**src/rtl/srb_pkg.sv**
```systemverilog
package srb_pkg;
  typedef enum logic [1:0] {
    CLS_ALU    = 2'd0,
    CLS_STORE  = 2'd1,
    CLS_BRANCH = 2'd2
  } op_class_e;
endpackage

```
**src/rtl/srb_ptrs.sv**
```systemverilog
module srb_ptrs #(
  parameter int DEPTH = 4,
  localparam int IDX_W = $clog2(DEPTH),
  localparam int CNT_W = $clog2(DEPTH + 1)
) (
  input  logic             clk_i,
  input  logic             rst_ni,
  input  logic             alloc_i,
  input  logic             retire_i,
  input  logic             flush_i,
  output logic [IDX_W-1:0] head_o,
  output logic [IDX_W-1:0] tail_o,
  output logic [CNT_W-1:0] count_o
);
  logic [IDX_W-1:0] head_q, tail_q;
  logic [CNT_W-1:0] count_q;

  // DEPTH is a power of two, so the pointers wrap naturally
  always_ff @(posedge clk_i or negedge rst_ni) begin
    if (!rst_ni) begin
      head_q  <= '0;
      tail_q  <= '0;
      count_q <= '0;
    end else if (flush_i) begin
      head_q  <= head_q + IDX_W'(1);
      tail_q  <= head_q + IDX_W'(1);
      count_q <= '0;
    end else begin
      head_q  <= head_q + IDX_W'(retire_i);
      tail_q  <= tail_q + IDX_W'(alloc_i);
      count_q <= count_q + CNT_W'(alloc_i) - CNT_W'(retire_i);
    end
  end

  assign head_o  = head_q;
  assign tail_o  = tail_q;
  assign count_o = count_q;

  a_r4_no_overflow: assert property (@(posedge clk_i) disable iff (!rst_ni)
    count_q <= CNT_W'(DEPTH));
  a_r7_full_alloc: assert property (@(posedge clk_i) disable iff (!rst_ni)
    (count_q == CNT_W'(DEPTH) && alloc_i) |-> retire_i);
  a_r8_flush_empty: assert property (@(posedge clk_i) disable iff (!rst_ni)
    flush_i |=> (count_q == '0 && head_q == tail_q));
  a_r1_ptr_gap: assert property (@(posedge clk_i) disable iff (!rst_ni)
    (tail_q - head_q) == count_q[IDX_W-1:0]);
endmodule

```
**src/rtl/srb_entries.sv**
```systemverilog
module srb_entries
  import srb_pkg::*;
#(
  parameter int DEPTH  = 4,
  parameter int TAG_W  = 5,
  parameter int DATA_W = 32,
  localparam int IDX_W = $clog2(DEPTH)
) (
  input  logic              clk_i,
  input  logic              rst_ni,
  input  logic              alloc_i,
  input  logic [IDX_W-1:0]  alloc_idx_i,
  input  op_class_e         alloc_cls_i,
  input  logic [TAG_W-1:0]  alloc_dest_i,
  input  logic              wb_valid_i,
  input  logic [IDX_W-1:0]  wb_idx_i,
  input  logic [DATA_W-1:0] wb_data_i,
  input  logic              done_valid_i,
  input  logic [IDX_W-1:0]  done_idx_i,
  input  logic              done_mispred_i,
  input  logic              retire_i,
  input  logic              flush_i,
  input  logic [IDX_W-1:0]  head_i,
  output logic              head_valid_o,
  output logic              head_ready_o,
  output op_class_e         head_cls_o,
  output logic [TAG_W-1:0]  head_dest_o,
  output logic [DATA_W-1:0] head_data_o,
  output logic              head_mispred_o
);
  logic [DEPTH-1:0] valid_vec, ready_vec, misp_vec;
  op_class_e         cls_arr  [DEPTH];
  logic [TAG_W-1:0]  dest_arr [DEPTH];
  logic [DATA_W-1:0] data_arr [DEPTH];

  for (genvar g = 0; g < DEPTH; g++) begin : g_slot
    logic              valid_q, ready_q, misp_q;
    op_class_e         cls_q;
    logic [TAG_W-1:0]  dest_q;
    logic [DATA_W-1:0] data_q;
    logic wb_hit, done_hit, alloc_hit, free_hit;

    assign wb_hit    = wb_valid_i && wb_idx_i == IDX_W'(g) && valid_q
                       && cls_q == CLS_ALU && !ready_q;
    assign done_hit  = done_valid_i && done_idx_i == IDX_W'(g) && valid_q
                       && cls_q != CLS_ALU && !ready_q;
    assign alloc_hit = alloc_i && alloc_idx_i == IDX_W'(g);
    assign free_hit  = flush_i || (retire_i && head_i == IDX_W'(g));

    always_ff @(posedge clk_i or negedge rst_ni) begin
      if (!rst_ni) begin
        valid_q <= 1'b0;
        ready_q <= 1'b0;
        misp_q  <= 1'b0;
        cls_q   <= CLS_ALU;
        dest_q  <= '0;
        data_q  <= '0;
      end else begin
        if (wb_hit) begin
          data_q  <= wb_data_i;
          ready_q <= 1'b1;
        end
        if (done_hit) begin
          ready_q <= 1'b1;
          misp_q  <= done_mispred_i && cls_q == CLS_BRANCH;
        end
        if (free_hit) valid_q <= 1'b0;
        // allocation into a slot freed this cycle wins
        if (alloc_hit) begin
          valid_q <= 1'b1;
          ready_q <= 1'b0;
          misp_q  <= 1'b0;
          cls_q   <= alloc_cls_i;
          dest_q  <= alloc_dest_i;
          data_q  <= '0;
        end
      end
    end

    assign valid_vec[g] = valid_q;
    assign ready_vec[g] = ready_q;
    assign misp_vec[g]  = misp_q;
    assign cls_arr[g]   = cls_q;
    assign dest_arr[g]  = dest_q;
    assign data_arr[g]  = data_q;
  end

  assign head_valid_o   = valid_vec[head_i];
  assign head_ready_o   = ready_vec[head_i];
  assign head_cls_o     = cls_arr[head_i];
  assign head_dest_o    = dest_arr[head_i];
  assign head_data_o    = data_arr[head_i];
  assign head_mispred_o = misp_vec[head_i];

  a_r5_wb_sets_ready: assert property (@(posedge clk_i) disable iff (!rst_ni)
    (wb_valid_i && valid_vec[wb_idx_i] && cls_arr[wb_idx_i] == CLS_ALU
     && !flush_i && !(alloc_i && alloc_idx_i == wb_idx_i))
    |=> ready_vec[$past(wb_idx_i)]);
  a_r9_wb_ignored: assert property (@(posedge clk_i) disable iff (!rst_ni)
    (wb_valid_i && valid_vec[wb_idx_i] && cls_arr[wb_idx_i] != CLS_ALU
     && !(alloc_i && alloc_idx_i == wb_idx_i))
    |=> data_arr[$past(wb_idx_i)] == $past(data_arr[wb_idx_i]));
endmodule

```
**src/rtl/spec_retire_buffer.sv**
```systemverilog
module spec_retire_buffer
  import srb_pkg::*;
#(
  parameter int DEPTH  = 4,
  parameter int TAG_W  = 5,
  parameter int DATA_W = 32,
  localparam int IDX_W = $clog2(DEPTH),
  localparam int CNT_W = $clog2(DEPTH + 1)
) (
  input  logic              clk_i,
  input  logic              rst_ni,
  input  logic              issue_valid_i,
  input  logic [1:0]        issue_class_i,
  input  logic [TAG_W-1:0]  issue_dest_i,
  output logic              issue_ready_o,
  output logic [IDX_W-1:0]  issue_idx_o,
  input  logic              wb_valid_i,
  input  logic [IDX_W-1:0]  wb_idx_i,
  input  logic [DATA_W-1:0] wb_data_i,
  input  logic              done_valid_i,
  input  logic [IDX_W-1:0]  done_idx_i,
  input  logic              done_mispred_i,
  output logic              retire_valid_o,
  output logic [IDX_W-1:0]  retire_idx_o,
  output logic [TAG_W-1:0]  retire_dest_o,
  output logic [DATA_W-1:0] retire_value_o,
  output logic [1:0]        retire_class_o,
  output logic              flush_o
);
  logic [IDX_W-1:0]  head, tail;
  logic [CNT_W-1:0]  count;
  logic              head_valid, head_ready, head_misp;
  op_class_e         head_cls;
  logic [TAG_W-1:0]  head_dest;
  logic [DATA_W-1:0] head_data;
  logic              retire, flush, alloc;

  assign retire = head_valid && head_ready;
  assign flush  = retire && head_cls == CLS_BRANCH && head_misp;
  assign issue_ready_o = (count < CNT_W'(DEPTH) || retire) && !flush;
  assign alloc  = issue_valid_i && issue_ready_o;

  srb_ptrs #(.DEPTH(DEPTH)) u_ptrs (
    .clk_i    (clk_i),
    .rst_ni   (rst_ni),
    .alloc_i  (alloc),
    .retire_i (retire),
    .flush_i  (flush),
    .head_o   (head),
    .tail_o   (tail),
    .count_o  (count)
  );

  srb_entries #(.DEPTH(DEPTH), .TAG_W(TAG_W), .DATA_W(DATA_W)) u_entries (
    .clk_i          (clk_i),
    .rst_ni         (rst_ni),
    .alloc_i        (alloc),
    .alloc_idx_i    (tail),
    .alloc_cls_i    (op_class_e'(issue_class_i)),
    .alloc_dest_i   (issue_dest_i),
    .wb_valid_i     (wb_valid_i),
    .wb_idx_i       (wb_idx_i),
    .wb_data_i      (wb_data_i),
    .done_valid_i   (done_valid_i),
    .done_idx_i     (done_idx_i),
    .done_mispred_i (done_mispred_i),
    .retire_i       (retire),
    .flush_i        (flush),
    .head_i         (head),
    .head_valid_o   (head_valid),
    .head_ready_o   (head_ready),
    .head_cls_o     (head_cls),
    .head_dest_o    (head_dest),
    .head_data_o    (head_data),
    .head_mispred_o (head_misp)
  );

  assign issue_idx_o    = tail;
  assign retire_valid_o = retire;
  assign retire_idx_o   = head;
  assign retire_dest_o  = head_dest;
  assign retire_value_o = head_data;
  assign retire_class_o = head_cls;
  assign flush_o        = flush;

  a_r8_flush_branch: assert property (@(posedge clk_i) disable iff (!rst_ni)
    flush_o |-> (retire_valid_o && retire_class_o == 2'd2 && !issue_ready_o));
  a_r2_head_steps: assert property (@(posedge clk_i) disable iff (!rst_ni)
    (retire_valid_o && !flush_o) |=> (count == '0 || !retire_valid_o
      || retire_idx_o == $past(retire_idx_o) + IDX_W'(1)));
endmodule

```
**config.mk**
```make
export PLATFORM = sky130hd
export DESIGN_NAME = spec_retire_buffer
export DESIGN_NICKNAME = d
export VERILOG_FILES = /design/src/rtl/srb_pkg.sv /design/src/rtl/srb_ptrs.sv /design/src/rtl/srb_entries.sv /design/src/rtl/spec_retire_buffer.sv
export SDC_FILE = /design/constraint.sdc
export NUM_CORES = 1
export LEC_CHECK = 0
export BUFFER_PORTS_ARGS = -buffer_cell sky130_fd_sc_hd__buf_2
export CORE_UTILIZATION = 30
export DETAILED_ROUTE_END_ITERATION = 10
export GPL_TIMING_DRIVEN = 0
export SYNTH_ARGS = -nofsm -noshare
export SYNTH_HDL_FRONTEND = slang
export SYNTH_SLANG_ARGS = --single-unit
```
**constraint.sdc**
```tcl
create_clock -name clk_i -period 3.7 [get_ports clk_i]
set_input_delay 0.74 -clock clk_i [delete_from_list [all_inputs] [get_ports clk_i]]
set_output_delay 0.74 -clock clk_i [all_outputs]
set_load 0.02 [all_outputs]
```
==> results.py, run 1 <==
metrics = {
    "drt": {
        "drc": 0,
        "vias": 6300,
        "viasPerCell": 5.012,
        "antenna_left": 0,
        "wl_per_cell_um": 18.31,
        "drt-pass1-iter-count": 5,
        "drt-initial-drc-count": 508,
        "finalWirelength_um": 23020,
    },
    "floorplanning": {
        "rows": 60,
        "die_area_um2": 28060,
        "die_width_um": 167.5,
        "core_um2": 26950,
        "ioPinCount": 95,
        "die_h_um": 167.5,
        "start_util_pct": 30.50,
    },
    "setup_path": {
        "crit_slowest_cell": "buf_1",
        "r2r_slack_ns": 0.59,
        "critPathArrivalTime_ns": 2.69,
        "worstPathCellList": "buf_2 > buf_1 > mux4_2 > buf_2",
        "r2r_start": "u_ptrs.head_o[1]",
        "r2r_cells": 14,
        "r2r-end": "u_ptrs.count_o[2]",
        "cp.required_ns": 2.96,
        "cp-end-kind": "output pin",
        "crit_path_frequent_cell": "buf_2",
        "critical_path_class": "flip-flop to output pin",
        "max_stage_delay_ns": 0.73,
        "crit_fanout": 10,
        "critPathLaunchType": "flip-flop",
    },
    "grt": {
        "overflow": 0,
        "grtUsageMet1_pct": 23.35,
        "gr-usage-met3_pct": 4.656,
        "use_met2_pct": 27.08,
        "grt_pass1_wl_um": 36440,
        "grt_pass1_vias": 6347,
        "busiest_layer": "met2",
        "grt_max_degree": 92,
        "grt_usage_pct": 17.14,
        "grt_antenna_before_repair": 4,
    },
    "place": {
        "portBuffers": 94,
        "place_area_um2": 9154,
        "post-dp-hpwl_um": 15590,
        "routabilityCongestion": 0.7863,
    },
    "synthesis": {
        "synth_most_common_cell": "nand2_1",
        "ys.flop_type": "dfrtp_1",
        "synth.area.top_cells": "dfrtp_1 (53%), nand2_1 (12%), mux4_2 (11%)",
        "avgSynthCellArea_um2": 10.44,
        "async_flop_share_pct": 100.0,
        "synth_nets": 845,
        "synth_top_area_cell": "dfrtp_1",
        "yosysTopAreaCellShare_pct": 53.28,
        "yosys_warnings": 0,
        "synth_common_cells": "nand2_1 (272), dfrtp_1 (175), a21oi_1 (135), mux4_2 (41), clkbuf_1 (32)",
        "synth_edf_count": 0,
        "synth_seq_cells": 175,
        "syn_inst": 787,
        "syn_area_um2": 8219,
        "ys_types": 40,
        "yosysSeqAreaShare_pct": 53.28,
    },
    "timing": {
        "setup_viol": 0,
        "fmax_mhz": 291.7,
        "min_period_over_period_pct": 92.66,
        "finalHoldViolCount": 0,
        "finalCriticalPeriod_ns": 3.428,
        "tightestPinTransition_ns": 1.315,
        "fin_skew_ns": 0.01296,
        "report.final.slew_viol_count": 0,
        "relSlewSlack_pct": 11.55,
        "rsz0062_at_grt": "false",
    },
    "hold_path": {
        "hp-class": "primary input to asynchronous set/reset pin",
    },
    "pwr": {
        "power.density_nw_per_um2": 914.7,
        "irDropWorstVdd_mv": 0.3910,
        "cellLeakagePower_nw": 4.279,
    },
    "layout": {
        "synthToLayoutAreaGrowth_pct": 18.59,
        "design_area_um2": 9747,
        "drive_gt1_share_pct": 24.86,
        "postLayoutCoreUtil_pct": 36.17,
        "fin_nets": 958,
        "fillers": 2673,
    },
    "clock_tree": {
        "cts_buffer_depth": 2,
        "cts_setup_buffers": 0,
        "h-tree-depth": 4,
        "worst_skew_pair.late_latency_ns": 0.44,
        "root_buffer": "clkbuf_16",
        "cts_tree": "done",
        "cts_made_buffers": 17,
        "holdBufCountCts": 0,
        "path_clk_slew_ns": 0.07,
        "clock-sinks": 175,
    },
    "outcome": {
        "outcome": "completed",
    },
    "job": {
        "maxCapViolCount": 0,
    },
}
## worst max-delay path, delay by kind of cell, from the launching register on
kind	cells	cell delay, ns
buf+inv	3	1.17
flops	1	0.43
mux	1	0.65
## flip-flops by register name, indices dropped and copies added, names as in the netlist
register and flops:
u_entries.g_slot.cls_q 8, u_entries.g_slot.data_q 128, u_entries.g_slot.dest_q 20, u_entries.g_slot.misp_q 4, u_entries.g_slot.ready_q 4, u_entries.g_slot.valid_q 4, u_ptrs.count_o 3, u_ptrs.head_o 2
u_ptrs.tail_o 2
## per-layer routing
metal  vias to the layer above  share of wire (%)
met5                         -              0.096
met4                         4                1.1
li1                       2905                  -
met3                        25                6.1
met2                       173                 48
met1                      3193                 44
## how the worst max path moves through the flow
stage / from / end / slack (ns) / depth (start not counted)
after floorplan: u_ptrs.head_o[1] / u_ptrs.count_o[2] / 0.42 / 14
after global placement: rst_ni / u_entries.g_slot[2].data_q[26] / -1.09 / 1
after detailed placement: u_ptrs.head_o[0] / retire_value_o[29] / 0.31 / 5
after CTS: u_ptrs.head_o[1] / retire_value_o[22] / 0.07 / 5
after global routing: u_ptrs.head_o[0] / retire_value_o[19] / 0.03 / 4
final: u_ptrs.head_o[0] / retire_value_o[21] / 0.27 / 4
## metrics by stage
| step | std cells | setup TNS (ns) | setup slack [ns] | power (mW) | hold slack, ns |
|---|---|---|---|---|---|
| 6_report | 1257 | 0 | 0.2716 | 8.915 | 0.3200 |
| 3_3_place_gp | 1222 | -187.52 | -1.091 | 7.048 | 0.4660 |
| 3_5_place_dp | 1223 | 0 | 0.3096 | 7.170 | 0.4714 |
| 5_1_grt | 1255 | 0 | 0.02656 | 9.525 | 0.3716 |
| 2_1_floorplan | 787 | 0 | 0.4204 | 6.014 | 0.4444 |
| 4_1_cts | 1254 | 0 | 0.07066 | 9.012 | 0.3507 |
## cells by family after synthesis
family,share of synthesized area [%]
AO/OA/AOI/OAI,9.073
XOR/XNOR,0.4262
adder cells (fa/ha/maj),1.461
buffers and inverters,3.699
flip-flops,53.28
multiplexers,15.07
AND/OR/NAND/NOR,16.99
## timing repair
| action | CTS | global route |
|---|---|---|
| resized for setup | 0 | 3 |
| pin swaps | 0 | 0 |
| setup endpoints to repair | 8 | 14 |
## area by class of cell
type	instances	area, um2	share of cell area [%]
clock buffers	18	429.2	4.403
plain buffers	54	276.5	2.837
diodes	3	7.507	0.07702
inverters	7	26.28	0.2696
well taps	341	426.7	4.377
repair buffers	95	508.0	5.212
clock inverters	14	157.7	1.617
multi-input cells	550	3536	36.28
flip-flops and latches	175	4379	44.93
## cell usage in the layout (no fill, tap or decap), types with 2 or more instances in the layout
cell	instances
clkbuf_1	31
nor4b_4	2
ha_1	8
mux4_2	41
mux2_1	6
or4_1	2
clkinv_4	2
or2_2	3
buf_2	99
clkbuf_2	2
a31o_2	4
inv_6	5
diode_2	3
bufinv_16	2
dfrtp_1	175
nand3_1	2
clkinvlp_4	2
o21ai_0	7
nand2b_1	5
clkinv_2	2
nor2_1	10
inv_2	2
clkbuf_16	17
nor4_4	2
buf_6	3
inv_1	5
nor4_1	2
nand2_1	272
nand4b_1	2
xnor2_1	4
nor3_1	3
and2_1	5
buf_1	2
nor2b_1	2
mux2_2	22
buf_4	11
a21oi_1	135
## where the power goes
group	internal, mW	switching, mW
registers	2.87	0.562
logic	1.65	1.99
clock network	1.01	0.824
Note: power is estimated with default switching activity, not from simulation.
==> inputs of run 2 (changes only) <==
Settings changed: SYNTH_HIERARCHICAL from default to 1.
==> run 2 against run 1 <==
Compared with the run above: sequential share of layout area shrank 2.1 points; combinational power grew 9.9%; area after synthesis grew 5.0%; die area grew 4.9%; worst hold slack lost 0.022 ns; critical path depth grew 5; clock skew shrank 0.0029 ns; sequential cell count is the same; first-iteration DRC count grew 64%; final cell count grew 6.7%; register-to-register slack lost 0.35 ns; critical path type is now flip-flop to flip-flop; largest cell class unchanged; largest power group unchanged.
==> results.py, run 2 <==
metrics = {
    "floorplanning": {
        "core_um2": 28010,
        "start_util_pct": 30.81,
        "die_width_um": 171.6,
        "die_area_um2": 29450,
        "die_h_um": 171.6,
        "ioPinCount": 95,
        "rows": 61,
    },
    "layout": {
        "drive_gt1_share_pct": 23.18,
        "largest_reg_flops": 128,
        "fin_nets": 1003,
        "layout_commonest_cell": "dfrtp_1",
        "mostFrequentLayoutCells": "dfrtp_1 (175), o21ai_0 (120), buf_2 (108)",
        "final_cells": 1341,
        "top_register": "u_entries/g_slot.data_q",
        "reg_top3": "u_entries/g_slot.data_q: 128 flops, u_entries/g_slot.dest_q: 20 flops, u_entries/g_slot.cls_q: 8 flops",
        "synthToLayoutAreaGrowth_pct": 18.50,
    },
    "timing": {
        "fin_skew_ns": 0.01002,
        "finalHoldViolCount": 0,
        "tightestPinTransition_ns": 0.9028,
        "finalWorstSetupSlack_ns": 0.2435,
        "min_period_over_period_pct": 93.42,
        "relSlewSlack_pct": 39.35,
        "setup_viol": 0,
        "finalCriticalPeriod_ns": 3.456,
        "report.final.slew_viol_count": 0,
        "tns_ns": 0,
        "fmax_mhz": 289.3,
        "rsz0062_at_grt": "false",
    },
    "clock_tree": {
        "worst_skew_pair.late_latency_ns": 0.43,
        "cts_buffer_depth": 2,
        "h-tree-depth": 4,
        "clock-sinks": 175,
        "cts_setup_buffers": 0,
        "cts_tree": "done",
        "cts_made_buffers": 17,
        "root_buffer": "clkbuf_16",
        "path_clk_slew_ns": 0.07,
    },
    "pwr": {
        "irDropWorstVdd_mv": 0.4548,
        "power.density_nw_per_um2": 897.5,
        "total_power_mw": 9.178,
        "cellLeakagePower_nw": 4.348,
    },
    "synthesis": {
        "synth_compound_area_share_pct": 14.70,
        "synth_top_family_by_area": "simple AND/OR/NAND/NOR gates",
        "syn_area_um2": 8630,
        "yosys_warnings": 6,
        "synth_fa_ha_area_share_pct": 0.8119,
        "yosysTopAreaCellShare_pct": 50.75,
        "synth_common_cells": "dfrtp_1 (175), o21ai_0 (120), a21oi_1 (103), nand3_1 (99), nand2_1 (79)",
        "yosysSeqAreaShare_pct": 50.75,
        "ys_types": 50,
        "synth_seq_cells": 175,
        "synthMuxAreaShare_pct": 13.27,
        "syn_inst": 836,
        "synth_nets": 890,
        "synth.area.top_cells": "dfrtp_1 (51%), mux4_2 (11%), o21ai_0 (7.0%)",
        "synth_top_area_cell": "dfrtp_1",
        "synth_xor_area_share_pct": 0.5655,
        "avgSynthCellArea_um2": 10.32,
        "synth_most_common_cell": "dfrtp_1",
        "synth_edf_count": 0,
        "synthSimpleGateAreaFrac_pct": 15.76,
        "async_flop_share_pct": 100.0,
        "ys.flop_type": "dfrtp_1",
    },
    "grt": {
        "grt_pass1_vias": 7533,
        "grt_usage_pct": 19.94,
        "overflow": 0,
        "grt_antenna_before_repair": 2,
        "grt_max_degree": 98,
        "grt_pass1_wl_um": 43770,
    },
    "outcome": {
        "outcome": "completed",
    },
    "place": {
        "dp_cells": 1309,
        "post-place-ws_ns": -0.4296,
        "post-dp-hpwl_um": 18640,
        "routabilityCongestion": 0.8186,
        "portBuffers": 94,
    },
    "setup_path": {
        "critPathLaunchType": "flip-flop",
        "critPathArrivalTime_ns": 3.81,
        "crit_fanout": 13,
        "critical_path_class": "flip-flop to flip-flop",
        "cp-end-kind": "flip-flop",
        "cp.required_ns": 4.06,
    },
    "drt": {
        "drt-pass1-iter-count": 6,
        "drc": 0,
        "vias": 7433,
        "wl_per_cell_um": 21.03,
        "antenna_left": 0,
        "finalWirelength_um": 28200,
        "drt-initial-drc-count": 833,
        "viasPerCell": 5.543,
    },
    "hold_path": {
        "hp-class": "primary input to asynchronous set/reset pin",
    },
    "job": {
        "maxCapViolCount": 0,
    },
}
==> run 2: cell types whose count changed in the layout (fill, tap and decap cells not counted), moves of 19 or more <==
cell and change:
nand2_1 -193, nand3_1 +97, a21oi_1 -32, nand4_1 +31, o21ai_0 +113, clkbuf_1 +19
==> run 2: layer usage <==
| metal | part of all wire, % | GRT usage, % | wire length [um] |
|---|---|---|---|
| met4 | 1.5 | 5.435 | 411 |
| met5 | 0 | 0 | 0 |
| met2 | 47 | 30.95 | 13250 |
| met1 | 44 | 27.35 | 12320 |
| met3 | 7.8 | 5.246 | 2211 |
==> run 2: layout make-up <==
cell class                      instances  area (um2)
Clock inverter                         14       156.4
Inverter                                6       22.52
Sequential cell                       175        4379
Tap cell                              378       473.0
Antenna cell                            1       2.502
Fill cell                            2854       17780
Clock buffer                           18       439.2
Multi-Input combinational cell        573        3899
Timing Repair Buffer                   95       508.0
Buffer                                 81       346.6
==> run 2: cells by family (layout without fill, tap and decap cells) <==
kind of cell	Yosys count	after routing
AO/OA/AOI/OAI	245	245
XOR/XNOR	4	4
adder cells (fa/ha/maj)	5	5
buffers and inverters	88	214
flip-flops	175	175
multiplexers	60	60
other	0	1
AND/OR/NAND/NOR	259	259
==> run 2: worst paths after layout <==
check,start,end,slack [ns],cells past startpoint
max reg2reg,u_ptrs/head_o[1],u_entries/g_slot[2].data_q[6],0.24,9
min in group clk_i,u_entries/g_slot[3].dest_q[3],u_entries/g_slot[3].dest_q[3],0.48,2
max in group asynchronous,rst_ni,u_entries/g_slot[2].data_q[17],2.49,2
max,u_ptrs/head_o[1],u_entries/g_slot[2].data_q[6],0.24,9
min reg2reg,u_entries/g_slot[3].dest_q[3],u_entries/g_slot[3].dest_q[3],0.48,2
min,rst_ni,u_entries/g_slot[1].data_q[4],0.30,1
==> run 2: stage by stage <==
| step | instance area [um2] | util (%) | hold WS [ns] |
|---|---|---|---|
| floorplan | 8630 | - | 0.4405 |
| global placement | 9573 | 34.18 | 0.4530 |
| detailed placement | 9610 | 34.31 | 0.4586 |
| CTS | 10220 | 36.48 | 0.3335 |
| global route | 10220 | 36.50 | 0.3355 |
| finish | 10230 | 36.51 | 0.2981 |
==> run 2: critical path, stage by stage, from the launching register on <==
cell and delay [ns]:
dfrtp_1 0.76, clkbuf_2 0.45, mux4_2 0.40, a21bo_2 0.25
o211a_1 0.22, nand3b_1 0.14, buf_2 0.33, buf_1 0.53
nand4_1 0.17, o21ai_1 0.11
==> run 2: timing repair <==
item / 4_1_cts / 5_1_grt
hold buffers: 0 / 0
gates resized for setup: 5 / 9
gates cloned: 0 / 0
endpoints found under the setup margin: 139 / 139
==> run 2: power by group <==
group          internal [mW]  total [mW]  switching [mW]  leakage, nW
sequential              2.74        3.32           0.582         2.32
combinational           1.58        4.01            2.43         1.74
clock                   1.02        1.84           0.819        0.285
